<file path="config.mk">
export PLATFORM = sky130hd
export DESIGN_NAME = tree_route_cluster
export DESIGN_NICKNAME = d
export VERILOG_FILES = /design/src/rtl/tree_route_pkg.sv /design/src/rtl/tree_route_xbar.sv /design/src/rtl/tree_route_leaf.sv /design/src/rtl/tree_route_ctrl.sv /design/src/rtl/tree_route_dp.sv /design/src/rtl/tree_route_cluster.sv
export SDC_FILE = /design/constraint.sdc
export NUM_CORES = 1
export LEC_CHECK = 0
export BUFFER_PORTS_ARGS = -buffer_cell sky130_fd_sc_hd__buf_2
export CAP_MARGIN = 20
export CORE_ASPECT_RATIO = 0.5
export CORE_MARGIN = 2
export CORE_UTILIZATION = 45
export CTS_CLUSTER_DIAMETER = 80
export DETAILED_ROUTE_END_ITERATION = 8
export GPL_ROUTABILITY_DRIVEN = 0
export PLACE_DENSITY_LB_ADDON = 0.15
export SYNTH_ARGS = -nofsm -noshare
export SYNTH_HDL_FRONTEND = slang
export SYNTH_SLANG_ARGS = --single-unit
</file>
<file path="constraint.sdc">
create_clock -name clk -period 4.2 [get_ports clk]
set_clock_uncertainty 0.2 [all_clocks]
set_input_delay 0.42 -clock clk [delete_from_list [all_inputs] [get_ports clk]]
set_output_delay 0.42 -clock clk [all_outputs]
set_load 0.01 [all_outputs]
</file>
<file path="src/rtl/tree_route_pkg.sv">
package tree_route_pkg;

  typedef struct packed {
    logic holdOut;
    logic clrRegs;
  } ctlStrobes_t;

  function automatic int cfgWidth(input int nLeaf, input int lutIn, input int cluIn);
    int dnIn;
    int dnSw;
    int upSw;
    dnIn = cluIn / lutIn + 1;
    dnSw = (dnIn > 1) ? $clog2(dnIn) : 1;
    upSw = (nLeaf > 1) ? $clog2(nLeaf) : 1;
    return nLeaf * ((1 << lutIn) + 1) + lutIn * nLeaf * dnSw + lutIn * upSw;
  endfunction

endpackage

</file>
<file path="src/rtl/tree_route_xbar.sv">
module tree_route_xbar #(
  parameter int N_IN  = 5,
  parameter int N_OUT = 4,
  localparam int SW   = (N_IN > 1) ? $clog2(N_IN) : 1
) (
  input  logic [N_IN-1:0]     din,
  input  logic [N_OUT*SW-1:0] sel,
  output logic [N_OUT-1:0]    dout
);

  logic [SW-1:0] code;

  always_comb begin
    code = '0;
    dout = '0;
    for (int o = 0; o < N_OUT; o++) begin
      code = sel[o*SW +: SW];
      if (int'(code) < N_IN) dout[o] = din[code];
      else                   dout[o] = 1'b0;
    end
  end

endmodule

</file>
<file path="src/rtl/tree_route_leaf.sv">
module tree_route_leaf #(
  parameter int LUT_IN = 4,
  localparam int LUT_BITS = 1 << LUT_IN
) (
  input  logic                clk,
  input  logic                clr,
  input  logic [LUT_BITS-1:0] truth,
  input  logic                regSel,
  input  logic [LUT_IN-1:0]   addr,
  output logic                q,
  output logic                y
);

  logic lutVal;

  assign lutVal = truth[addr];

  always_ff @(posedge clk) begin
    if (clr) q <= 1'b0;
    else     q <= lutVal;
  end

  assign y = regSel ? q : lutVal;

endmodule

</file>
<file path="src/rtl/tree_route_ctrl.sv">
module tree_route_ctrl import tree_route_pkg::*; #(
  parameter int CFG_W = 124
) (
  input  logic             clk,
  input  logic             rst,
  input  logic             cfgEn,
  input  logic             cfgIn,
  output logic [CFG_W-1:0] cfgWord,
  output logic             cfgOut,
  output ctlStrobes_t      ctl
);

  logic [CFG_W-1:0] chain;

  always_ff @(posedge clk) begin
    if (rst)        chain <= '0;
    else if (cfgEn) chain <= {chain[CFG_W-2:0], cfgIn};
  end

  assign cfgWord     = chain;
  assign cfgOut      = chain[CFG_W-1];
  assign ctl.holdOut = cfgEn;
  assign ctl.clrRegs = rst | cfgEn;

endmodule

</file>
<file path="src/rtl/tree_route_dp.sv">
module tree_route_dp import tree_route_pkg::*; #(
  parameter int NLEAF   = 4,
  parameter int LUT_IN  = 4,
  parameter int CLU_IN  = 16,
  parameter int CLU_OUT = 4,
  localparam int CFG_W  = cfgWidth(NLEAF, LUT_IN, CLU_IN)
) (
  input  logic               clk,
  input  ctlStrobes_t        ctl,
  input  logic [CFG_W-1:0]   cfg,
  input  logic [CLU_IN-1:0]  cluIn,
  output logic [CLU_OUT-1:0] cluOut,
  output logic [NLEAF-1:0]   leafQ
);

  localparam int PER      = CLU_IN / LUT_IN;
  localparam int DN_IN    = PER + 1;
  localparam int DN_SW    = (DN_IN > 1) ? $clog2(DN_IN) : 1;
  localparam int UP_SW    = (NLEAF > 1) ? $clog2(NLEAF) : 1;
  localparam int LUT_BITS = 1 << LUT_IN;
  localparam int LEAF_CFG = LUT_BITS + 1;
  localparam int DN_BASE  = NLEAF * LEAF_CFG;
  localparam int UP_BASE  = DN_BASE + LUT_IN * NLEAF * DN_SW;

  logic [NLEAF-1:0]  leafY;
  logic [LUT_IN-1:0] fbLine;
  logic [LUT_IN-1:0] upY;
  logic [NLEAF-1:0]  dnY      [LUT_IN];
  logic [LUT_IN-1:0] leafAddr [NLEAF];

  for (genvar d = 0; d < LUT_IN; d++) begin : g_dn
    tree_route_xbar #(.N_IN(DN_IN), .N_OUT(NLEAF)) u_dn (
      .din  ({fbLine[d], cluIn[d*PER +: PER]}),
      .sel  (cfg[DN_BASE + d*NLEAF*DN_SW +: NLEAF*DN_SW]),
      .dout (dnY[d])
    );
  end

  for (genvar j = 0; j < NLEAF; j++) begin : g_leaf
    for (genvar d = 0; d < LUT_IN; d++) begin : g_addr
      assign leafAddr[j][d] = dnY[d][j];
    end
    tree_route_leaf #(.LUT_IN(LUT_IN)) u_leaf (
      .clk    (clk),
      .clr    (ctl.clrRegs),
      .truth  (cfg[j*LEAF_CFG +: LUT_BITS]),
      .regSel (cfg[j*LEAF_CFG + LUT_BITS]),
      .addr   (leafAddr[j]),
      .q      (leafQ[j]),
      .y      (leafY[j])
    );
  end

  tree_route_xbar #(.N_IN(NLEAF), .N_OUT(LUT_IN)) u_upOut (
    .din  (leafY),
    .sel  (cfg[UP_BASE +: LUT_IN*UP_SW]),
    .dout (upY)
  );

  tree_route_xbar #(.N_IN(NLEAF), .N_OUT(LUT_IN)) u_upFb (
    .din  (leafQ),
    .sel  (cfg[UP_BASE +: LUT_IN*UP_SW]),
    .dout (fbLine)
  );

  assign cluOut = ctl.holdOut ? '0 : upY[CLU_OUT-1:0];

endmodule

</file>
<file path="src/rtl/tree_route_cluster.sv">
module tree_route_cluster import tree_route_pkg::*; #(
  parameter int NLEAF   = 4,
  parameter int LUT_IN  = 4,
  parameter int CLU_IN  = 16,
  parameter int CLU_OUT = 4
) (
  input  logic               clk,
  input  logic               rst,
  input  logic               cfgEn,
  input  logic               cfgIn,
  output logic               cfgOut,
  input  logic [CLU_IN-1:0]  cluIn,
  output logic [CLU_OUT-1:0] cluOut
);

  localparam int CFG_W = cfgWidth(NLEAF, LUT_IN, CLU_IN);

  ctlStrobes_t      ctl;
  logic [CFG_W-1:0] cfgWord;
  logic [NLEAF-1:0] leafQ;

  tree_route_ctrl #(.CFG_W(CFG_W)) u_ctrl (
    .clk     (clk),
    .rst     (rst),
    .cfgEn   (cfgEn),
    .cfgIn   (cfgIn),
    .cfgWord (cfgWord),
    .cfgOut  (cfgOut),
    .ctl     (ctl)
  );

  tree_route_dp #(
    .NLEAF(NLEAF), .LUT_IN(LUT_IN), .CLU_IN(CLU_IN), .CLU_OUT(CLU_OUT)
  ) u_dp (
    .clk    (clk),
    .ctl    (ctl),
    .cfg    (cfgWord),
    .cluIn  (cluIn),
    .cluOut (cluOut),
    .leafQ  (leafQ)
  );

endmodule

</file>
# Yosys cells after proc, flatten, opt, wreduce, memory -nomap -nowiden
# Index checks and enable logic that the tools add are counted.
# classes
add_sub_neg,0
mul,0
div_mod_pow,0
order_cmp,40
eq_ne,0
n_shift,0
mux,77
n_bitwise,1
n_reduce_logical,0
# ops
op,n
"3-bit by 4-bit less-than comparator with 1-bit output, second input constant",16
1-bit binary-select mux with 3-bit select,16
"3-bit less-than comparator, second input constant",16
1-bit two-way mux,48
"4-bit by 5-bit less-than comparator with 1-bit output, second input constant",4
1-bit binary-select mux with 2-bit select,8
1-bit binary-select mux with 4-bit select,4
"2-bit by 3-bit less-than comparator with 1-bit output, second input constant",4
4-bit two-way mux,1
1-bit OR,1
# totals
ff_bits,128
latchBits,0
mem_bits_rw,0
rom_bits,0
in_bits,20
word_cells,123
memories,0

# Logic depth before layout (Yosys ltp)
# logic_depth
depth_word,11
ltp_mapped,9
depth_no_buf,8

# By module
# Synthesis repeated with hierarchy kept, for this count alone.
# unflattened
cells_unflattened,579
hier_area_um2,6228.5
# by_module_without_submodules
module,instances,cells_per_inst,area_each_um2,seq_area_each_um2
tree_route_ctrl,1,403,4396.7,2482.4
tree_route_xbar (u_dp.g_dn[0].u_dn ...),4,24,211.5,0.0
tree_route_leaf,4,17,195.2,20.0
tree_route_xbar (u_dp.u_upFb ...),2,4,90.1,0.0
tree_route_dp,1,4,25.0,0.0

# Worst setup path before layout
# OpenSTA, ideal clock, no wires.
# synth_path
kind,reg-to-output
from,reg u_ctrl.chain[120] (netlist: u_ctrl.cfgWord[120])
to,out cluOut[1]
t_arrival_ps,2464
required_time_ps,3580
path_slack_ps,1116
path_stages_with_launch,10
cell_sequence,dfxtp_1 > mux4_2 > a22o_1 > buf_4 > mux2i_1 > a211oi_1 > a211oi_1 > o31ai_1 > mux2i_1 > o22ai_1
# synth_between
elab_chain_len,11
# synth_lines
item,line,source
start: declaration,tree_route_ctrl.sv:13,logic [CFG_W-1:0] chain;
start signal: assignment,tree_route_ctrl.sv:17,"else if (cfgEn) chain <= {chain[CFG_W-2:0], cfgIn};"
1-bit binary-select mux with 2-bit select (*),tree_route_xbar.sv:18,if (int'(code) < N_IN) dout[o] = din[code];
1-bit two-way mux (not written as such) (*),tree_route_xbar.sv:18,
1-bit binary-select mux with 3-bit select,tree_route_xbar.sv:18,
1-bit two-way mux (not written as such),tree_route_xbar.sv:18,
1-bit two-way mux,tree_route_xbar.sv:18,
1-bit binary-select mux with 4-bit select,tree_route_leaf.sv:16,assign lutVal = truth[addr];
1-bit two-way mux (not written as such),tree_route_leaf.sv:16,
1-bit two-way mux,tree_route_leaf.sv:23,assign y = regSel ? q : lutVal;
1-bit binary-select mux with 2-bit select (*),tree_route_xbar.sv:18,
1-bit two-way mux (not written as such) (*),tree_route_xbar.sv:18,
4-bit two-way mux (*),tree_route_dp.sv:66,assign cluOut = ctl.holdOut ? '0 : upY[CLU_OUT-1:0];
end: declaration,tree_route_cluster.sv:13,output logic [CLU_OUT-1:0] cluOut
# Every way passes the cells marked *; elsewhere a longest branch is shown, timed or not. The select of a mux whose other input is x is not followed.

# Worst setup path in the final report
# layout_path
from,reg u_ctrl.chain[118] (netlist: u_ctrl.cfgWord[118])
to,out cluOut[2]
# The elaborated chain is that of the path after synthesis.

==> flow_summary_export.csv <==
group,metric,value,unit
status,outcome,"finished, final reports clean",
clocking,cts_hold_buf,0,
sta,timing.hold.ws,0.0451,ns
run,cap_violations,0,
sta,slew_viol_final,0,
worst_setup_path,endpoint_kind,"output pin",
clocking,clock_latency,0.41,ns
power,p_per_area,436,mW/mm2
logic_synthesis,ys_warn_count,0,
route,drc,0,
global_routing,first_global_vias,4260,
final_layout,final_cells,801,
worst_setup_path,cp_data_arrival_time,3.36,ns
logic_synthesis,synth_seq_area_share,42.2,%
sta,tns,0,ns
floorplan,design.core.area,0.0129,mm2
route,vias,4472,
hold_path,holdPathStages,3,
worst_setup_path,worstSetupPathType,"flop to output pin",
sta,finalHoldViolCount,0,
clocking,cts_max_level,4,
floorplan,die_y,86.2,um
floorplan,boundaryPins,25,
global_routing,gr-total-overflow,0,
final_layout,nets,639,
global_routing,grt_max_degree,95,
sta,relSlewSlack,34.7,%
clocking,clkTransAtPathRegs,0.06,ns
worst_setup_path,crit_fanout,9,
sta,rsz0062_at_grt,"false",
final_layout,area_growth,14.7,%
sta,worst_pin_slew,0.980,ns
route,via_per_inst,5.58,
clocking,cts_root_buf,"clkbuf_16",
clocking,cts_buffer_depth,2,
floorplan,die_area,0.0145,mm2
route,wirelength,13.3,mm
logic_synthesis,synth_area_leaders,"dfxtp_1 (42%), mux2i_1 (25%), nor2_1 (8.4%)",
worst_setup_path,crit_chain,"mux4_2 > a22o_1 > a2111oi_1 > a211oi_1 > a22oi_2 > mux2i_2 > a32oi_1 > o21ai_1 > buf_2",
logic_synthesis,synth_top_cell_by_area,"dfxtp_1",
route,wl_per_cell,16.6,um
sta,setup_viol,0,
floorplan,die_x,168,um
worst_setup_path,worst-path-stages,9,
floorplan,start_util,47.0,%
worst_setup_path,reg2reg_depth,6,
worst_setup_path,start_kind,"flop",
logic_synthesis,synth_seq_cells,128,
placement,dp_cells,770,
route,ant_nets,0,
sta,fin_crit_sh,94.6,%
final_layout,final_common_cell,"mux2i_1",
logic_synthesis,syn-num-nets,624,
worst_setup_path,max_stage_delay,0.66,ns
worst_setup_path,critPathBufInv,1,
global_routing,grt.total_usage,19.3,%
placement,placed_area,0.00632,mm2
final_layout,drive_gt1_share,13.3,%
logic_synthesis,avgSynthCellArea,10.1,um2
clocking,cts-resized-gates,0,
logic_synthesis,synthDistinctLibCells,37,
final_layout,mostFrequentLayoutCells,"mux2i_1 (150), nor2_1 (136), dfxtp_1 (128)",
logic_synthesis,synth_top_area_share,42.2,%
power,power.leakage,2.85,nW
route,dr.pass1.iters,4,
hold_path,hp-class,"input pin to flop",
clocking,post_cts_buffers,0,
clocking,cts_tree,"yes",
global_routing,grt_first_pass_wirelength,22.0,mm
clocking,cts_buffers,17,
worst_setup_path,worst_ep_required_time,3.58,ns
final_layout,diodes,0,
global_routing,antenna_found_initial,1,
worst_setup_path,critPathSlowestCell,"mux4_2",
placement,numPortBuffers,24,
route,drt_iter0_markers,304,
sta,fmax,252,MHz
floorplan,row_count,29,
logic_synthesis,synthCells,604,
placement,place_hpwl,8.73,mm
clocking,clock-sinks,128,
final_layout,stdcell_area,0.00697,mm2
logic_synthesis,synth.cell_area,0.00607,mm2
worst_setup_path,cpLargestDelayFamily,"compound AO/OA/AOI/OAI gates",
sta,min_period,3.98,ns
power,vdd_drop_max,245,uV
==> Yosys cell counts <==
cell,number
a2111oi_0,6
a2111oi_1,2
a211o_1,1
a211oi_1,11
a211oi_2,1
a21boi_0,1
a21oi_1,6
a221oi_1,10
a22o_1,8
a22oi_1,8
a22oi_2,1
a31oi_1,8
a32oi_1,3
and2_1,1
buf_1,13
buf_4,2
buf_6,2
clkbuf_1,16
dfxtp_1,128
inv_1,29
mux2_1,1
mux2i_1,150
mux2i_2,1
mux4_2,20
nand2_1,9
nand3b_1,1
nor2_1,136
nor2b_1,6
nor3_1,4
nor3b_1,9
nor4_1,1
o211ai_1,1
o21ai_1,3
o22ai_1,1
o2bb2a_4,1
o31ai_1,2
or2_2,1
==> sequential cells by signal, indices dropped and copies added (netlist names) <==
name                  flops
u_ctrl.cfgWord          124
u_dp.g_leaf.u_leaf.q      4
==> worst min-delay path: cells and delay by family <==
family | cells | cell delay, ns
buffers and inverters | 1 | 0.07
multiplexers | 1 | 0.05
AND/OR/NAND/NOR | 1 | 0.07
==> cells by family (layout without fill, tap and decap cells) <==
logic type,Yosys count,count (layout),share of synthesized area [%]
flops,128,128,42.2
buf+inv,62,89,4.20
mux,172,172,32.5
compound gates,74,74,9.62
simple gates,168,168,11.5
==> routing by layer <==
layer	routed length (um)	track usage [%]
met1	6860	27.7
met2	5640	29.3
met3	586	3.83
met4	205	6.74
met5	13	0
==> path summary, 6_finish.rpt <==
kind	from	to	slack (ns)
worst max-delay path	u_ctrl.cfgWord[118]	cluOut[2]	0.22
worst min-delay path	cfgIn	u_ctrl.cfgWord[0]	0.05
worst max register to register	u_ctrl.cfgWord[118]	u_dp.g_leaf[2].u_leaf.q	1.46
worst min register to register	u_ctrl.cfgWord[57]	u_ctrl.cfgWord[58]	0.32
==> power breakdown <==
part	internal (mW)	switching (mW)	total, mW	leakage, nW
logic	0.0757	0.106	0.182	1.51
registers	1.22	0.00323	1.22	1.03
clock network	1.07	0.563	1.63	0.306
total	2.36	0.672	3.04	2.85
==> metrics by stage <==
stage | util, % | setup WS (ns) | power, mW
after floorplan | - | 1.12 | 1.38
after global placement | 48.9 | 0.689 | 1.43
after detailed placement | 48.9 | 0.647 | 1.43
after CTS | 54.0 | 0.236 | 3.06
after global routing | 54.0 | 0.0755 | 3.14
final | 54.0 | 0.225 | 3.04
==> layout make-up <==
cell class,instances,area (um2)
multi-input combinational,414,3260
inverter,29,109
clock buffer,19,443
sequential,128,2560
clock inverter,12,208
fill,1156,5950
tap,170,213
timing repair buffer,29,179
Note: power is estimated with default switching activity, not from simulation.
